`src/rtl/usb_ta_pkg.sv`:
```
package usb_ta_pkg;

  typedef enum logic [1:0] {
    KIND_SETUP = 2'b00,
    KIND_OUT   = 2'b01,
    KIND_IN    = 2'b10,
    KIND_RSVD  = 2'b11
  } xfer_kind_e;

  typedef enum logic [1:0] {
    PH_TOKEN = 2'b00,
    PH_DATA  = 2'b01,
    PH_HSHK  = 2'b10,
    PH_RSVD  = 2'b11
  } pkt_phase_e;

  // A reply is owed only after these packet phases.
  function automatic logic reply_owed(xfer_kind_e kind, pkt_phase_e ph);
    logic owed;
    unique case (kind)
      KIND_SETUP, KIND_OUT: owed = (ph == PH_TOKEN);
      KIND_IN:              owed = (ph == PH_DATA);
      default:              owed = 1'b0;
    endcase
    return owed;
  endfunction

  // Saturating increment toward a ceiling.
  function automatic int unsigned sat_step(int unsigned cur, int unsigned ceil);
    return (cur >= ceil) ? ceil : cur + 1;
  endfunction

endpackage

```
`src/rtl/usb_ta_arm_decode.sv`:
```
module usb_ta_arm_decode
  import usb_ta_pkg::*;
(
  input  logic       eop_seen,
  input  logic [1:0] xfer_kind,
  input  logic [1:0] pkt_phase,
  output logic       arm_evt,
  output logic       drop_evt
);
  logic owed;

  always_comb begin
    owed     = reply_owed(xfer_kind_e'(xfer_kind), pkt_phase_e'(pkt_phase));
    arm_evt  = eop_seen & owed;
    drop_evt = eop_seen & ~owed;
  end
endmodule

```
`src/rtl/usb_ta_bit_counter.sv`:
```
module usb_ta_bit_counter
  import usb_ta_pkg::*;
#(
  parameter int unsigned LIMIT = 16,
  localparam int unsigned CW   = $clog2(LIMIT + 1)
) (
  input  logic          clk,
  input  logic          rst_n,
  input  logic          clear,
  input  logic          advance,
  output logic [CW-1:0] count,
  output logic          at_limit
);
  localparam logic [CW-1:0] LIM_V = CW'(LIMIT);

  always_ff @(posedge clk) begin
    if (!rst_n)       count <= '0;
    else if (clear)   count <= '0;
    else if (advance) count <= CW'(sat_step(int'(count), LIMIT));
  end

  assign at_limit = (count == LIM_V);

  assert_cnt_bounded_R7: assert property (@(posedge clk) disable iff (!rst_n)
    count <= LIM_V);

  assert_cnt_steps_R4: assert property (@(posedge clk) disable iff (!rst_n)
    (advance && !clear && !at_limit) |=> (count == $past(count) + 1'b1));

  assert_cnt_clear_R8: assert property (@(posedge clk) disable iff (!rst_n)
    clear |=> (count == '0));
endmodule

```
`src/rtl/usb_ta_timer.sv`:
```
module usb_ta_timer
  import usb_ta_pkg::*;
#(
  parameter int unsigned LIMIT = 16,
  localparam int unsigned CW   = $clog2(LIMIT + 1)
) (
  input  logic       clk,
  input  logic       rst_n,
  input  logic       bit_tick,
  input  logic       eop_seen,
  input  logic       idle_exit,
  input  logic [1:0] xfer_kind,
  input  logic [1:0] pkt_phase,
  output logic       ta_timeout,
  output logic       await_resp
);
  logic          arm_evt, drop_evt;
  logic          armed;
  logic          idle_evt, tick_evt, expire_evt;
  logic [CW-1:0] count;
  logic          at_limit;

  usb_ta_arm_decode u_decode (
    .eop_seen (eop_seen),
    .xfer_kind(xfer_kind),
    .pkt_phase(pkt_phase),
    .arm_evt  (arm_evt),
    .drop_evt (drop_evt)
  );

  // Named internal events, EOP always wins.
  assign idle_evt   = armed & idle_exit & ~eop_seen;
  assign tick_evt   = armed & bit_tick & ~idle_exit & ~eop_seen;
  assign expire_evt = tick_evt & at_limit;

  usb_ta_bit_counter #(.LIMIT(LIMIT)) u_count (
    .clk     (clk),
    .rst_n   (rst_n),
    .clear   (eop_seen),
    .advance (tick_evt),
    .count   (count),
    .at_limit(at_limit)
  );

  always_ff @(posedge clk) begin
    if (!rst_n) begin
      armed      <= 1'b0;
      ta_timeout <= 1'b0;
    end else begin
      ta_timeout <= expire_evt;
      if (arm_evt)                    armed <= 1'b1;
      else if (drop_evt)              armed <= 1'b0;
      else if (idle_evt | expire_evt) armed <= 1'b0;
    end
  end

  assign await_resp = armed;

  assert_arm_from_eop_R1: assert property (@(posedge clk) disable iff (!rst_n)
    $rose(armed) |-> $past(eop_seen));

  assert_no_arm_hshk_R3: assert property (@(posedge clk) disable iff (!rst_n)
    (eop_seen && pkt_phase == 2'b10) |=> !await_resp);

  assert_idle_stops_R5: assert property (@(posedge clk) disable iff (!rst_n)
    idle_evt |=> (!await_resp && !ta_timeout));

  assert_pulse_single_R6: assert property (@(posedge clk) disable iff (!rst_n)
    ta_timeout |=> !ta_timeout);

  assert_timeout_disarms_R6: assert property (@(posedge clk) disable iff (!rst_n)
    ta_timeout |-> !await_resp);

  assert_eop_priority_R8: assert property (@(posedge clk) disable iff (!rst_n)
    eop_seen |=> !ta_timeout);

  assert_disarmed_quiet_R9: assert property (@(posedge clk) disable iff (!rst_n)
    (!armed && !eop_seen) |=> (!await_resp && !ta_timeout));
endmodule

```
`config.mk`:
```
export PLATFORM = sky130hd
export DESIGN_NAME = usb_ta_timer
export DESIGN_NICKNAME = d
export VERILOG_FILES = /design/src/rtl/usb_ta_pkg.sv /design/src/rtl/usb_ta_arm_decode.sv /design/src/rtl/usb_ta_bit_counter.sv /design/src/rtl/usb_ta_timer.sv
export SDC_FILE = /design/constraint.sdc
export NUM_CORES = 1
export LEC_CHECK = 0
export BUFFER_PORTS_ARGS = -buffer_cell sky130_fd_sc_hd__clkbuf_2
export CAP_MARGIN = 20
export CORE_AREA = 2 2 39 41
export CTS_CLUSTER_DIAMETER = 50
export CTS_CLUSTER_SIZE = 40
export DETAILED_ROUTE_END_ITERATION = 6
export DIE_AREA = 0 0 41 43
export GPL_TIMING_DRIVEN = 0
export HOLD_SLACK_MARGIN = 0.06
export PLACE_DENSITY_LB_ADDON = 0.05
export SLEW_MARGIN = 20
export SYNTH_ARGS = -nofsm -noshare
export SYNTH_HDL_FRONTEND = slang
export SYNTH_SLANG_ARGS = --single-unit
```
`constraint.sdc`:
```
create_clock -name clk -period 1.75 [get_ports clk]
set_input_delay 0.175 -clock clk [delete_from_list [all_inputs] [get_ports clk]]
set_output_delay 0.175 -clock clk [all_outputs]
set_load 0.01 [all_outputs]
```
==> flow_metrics.tcl <==
set metrics [dict create \
    ys_ff_latch 7 \
    cp.arrival_ns 1.38 \
    drtIter0Drc 2 \
    clock_skew_ns 0.003094 \
    die_width_um 41 \
    fin_crit_sh_pct 68.46 \
    postRouteAntennaNets 0 \
    synthMostInstantiatedCell "dfxtp_1" \
    hold_buffers 0 \
    ir_worst_vdd_mv 0.2564 \
    hold_class "in -> reg" \
    antenna_found_initial 0 \
    grt_first_pass_wirelength_um 1324 \
    holdPathStages 2 \
    synth-edff-count 0 \
    rr_endpoint "u_count.count[3]$_SDFFE_PP0P_" \
    switching_share_pct 21.26 \
    cts-root-buf "clkbuf_4" \
    wl_per_cell_um 11.00 \
    die_h_um 43 \
    netlist_area_um2 366.6 \
    drv_cap 0 \
    period_minus_slack_ns 1.198 \
    postCtsResizedCells 0 \
    antennaDiodeCount 0 \
    row_count 14 \
    clockPowerShare_pct 43.9 \
    grt_max_degree 8 \
    hp-start "pkt_phase[1]" \
    drt-pass1-iter-count 4 \
    max_slew.worst_pin.slew_ns 0.3267 \
    p_leak_nw 0.1665 \
    fmax_mhz 834.6 \
    worst_setup_path_end_kind "flop" \
    dp_hpwl_um 628.6 \
    cts_tree "done" \
    finalMaxSlewViolations 0 \
    fin_util_pct 33.45 \
    power_mw 0.3314 \
    vias_per_cell 4.671 \
    intPower_mw 0.2610 \
    finalWorstSetupSlack_ns 0.5519 \
    ys_warn_count 0 \
    start_kind "flop" \
    drc_errors 0 \
    cts_buffers 3 \
    coreArea_um2 1384 \
    synthDistinctLibCells 20 \
    cts.sinks 7 \
    drive_gt1_share_pct 27.78 \
    path_class "reg -> reg" \
    area_growth_pct 26.28 \
    setup_viol 0 \
    h-tree-depth 1 \
    synth_top_area_cell "dfxtp_1" \
    final_hold_viol_count 0 \
    gp_congestion 0.6577 \
    combPwrFrac_pct 7.4 \
    seq_area_frac_synth_pct 38.23 \
    power_frac_seq_pct 48.7 \
    async_flop_share_pct 0 \
    vias 327 \
    clk_path_buf_depth 2 \
    p_switching_mw 0.07046 \
    clkTransAtPathRegs_ns 0.05 \
    powerDensity_nw_per_um2 715.9 \
    postCtsSetupBuffers 0 \
    min_to "await_resp$_SDFFE_PN0P_" \
    status "finished clean" \
    track_usage_pct 12.37 \
    io_buffers 10 \
    syn_avg_cell_area_um2 9.165 \
    start_util_pct 26.49 \
    synth_area_leaders "dfxtp_1 (38%), nand4bb_4 (7.5%), a21oi_1 (6.8%)" \
    r2r_cells 3 \
    grt_pass1_vias 306 \
    place_ws_ns 0.5413 \
    timing.rr.start "await_resp$_SDFFE_PN0P_" \
    worstSkewPairLatency_ns 0.25 \
    worstPathRequired_ns 1.93 \
    rsz0062_at_grt "no" \
    synth_fp_nets 51 \
    final_nets 66 \
    synthesis.instances 40 \
    synthDominantCellAreaShare_pct 38.23 \
    die_area_um2 1763 \
    ys.flop_type "dfxtp_1" \
    fin_tns_setup_ns 0 \
    grt_overflow_total 0 \
    wirelength_um 770 \
    crit_fanout 7 \
    maxSlewHeadroom_pct 78.02 \
    io_pins 11 \
    reg2reg_setup_slack_ns 0.55 \
    ys_top_cells_by_count "dfxtp_1 (7), nand2_1 (6), a21oi_1 (5)" \
]
-- layout make-up --
type                            instances  area, um2
Fill cell                             159      920.9
Clock buffer                            4      26.28
Multi-Input combinational cell         30      215.2
Tap cell                               16      20.02
Timing Repair Buffer                   10      50.05
Sequential cell                         7      140.1
Inverter                                3      11.26
-- power groups by stage --
stage                     clock network [mW]  registers [mW]  logic (mW)
after floorplan                            0           0.165     0.00960
after global placement                     0           0.165      0.0238
after detailed placement                   0           0.165      0.0247
after CTS                              0.156           0.161      0.0248
after global routing                   0.173           0.161      0.0268
final                                  0.145           0.161      0.0245
-- cell usage in the layout, fill, tap and decap left out, types with 2 or more instances in the layout --
master | synthesis | final
or3_1 | 2 | 2
o21ai_0 | 2 | 2
dfxtp_1 | 7 | 7
clkbuf_4 | 0 | 3
ha_1 | 2 | 2
a21oi_1 | 5 | 5
nand2_1 | 6 | 6
clkbuf_2 | 0 | 10
inv_1 | 3 | 3
-- worst max path at each step --
stage / startpoint / end / cells past startpoint
after floorplan: await_resp$_SDFFE_PN0P_ / u_count.count[3]$_SDFFE_PP0P_ / 3
after global placement: await_resp$_SDFFE_PN0P_ / await_resp$_SDFFE_PN0P_ / 3
after detailed placement: await_resp$_SDFFE_PN0P_ / await_resp$_SDFFE_PN0P_ / 3
after CTS: await_resp$_SDFFE_PN0P_ / await_resp$_SDFFE_PN0P_ / 3
after global routing: await_resp$_SDFFE_PN0P_ / await_resp$_SDFFE_PN0P_ / 3
final: await_resp$_SDFFE_PN0P_ / u_count.count[3]$_SDFFE_PP0P_ / 3
-- critical path, stage by stage, from the launching register on --
cell       delay, ns
dfxtp_1         0.43
nand4bb_4       0.17
or3_1           0.38
a21oi_1         0.14
-- per-stage QoR --
step,std cells,hold slack (ns),instance area (um2)
global route,70,0.1033,462.9
finish,70,0.1207,462.9
global placement,66,0.3805,436.7
CTS,70,0.1106,462.9
detailed placement,66,0.3906,436.7
floorplan,40,0.2511,366.6
-- metal layers --
| metal | up-vias | GRT usage, % | part of all wire (%) |
|---|---|---|---|
| met5 | - | 0 | 0 |
| met4 | 0 | 8.000 | 1.0 |
| met3 | 2 | 9.424 | 5.6 |
| met2 | 6 | 15.94 | 47 |
| met1 | 143 | 13.59 | 46 |
| li1 | 176 | - | - |
-- cells by family after synthesis --
family | Yosys count | share of synthesized area (%)
DFF | 7 | 38.22
and+or+nand+nor | 19 | 37.54
AOI/OAI and AO/OA | 9 | 14.33
buffers and inverters | 3 | 3.071
adders and majority gates | 2 | 6.825
-- state kept, by name, summed over array words and instances, names as in the netlist --
register / count
u_count.count: 5
await_resp: 1
ta_timeout: 1
Note: power is estimated with default switching activity, not from simulation.
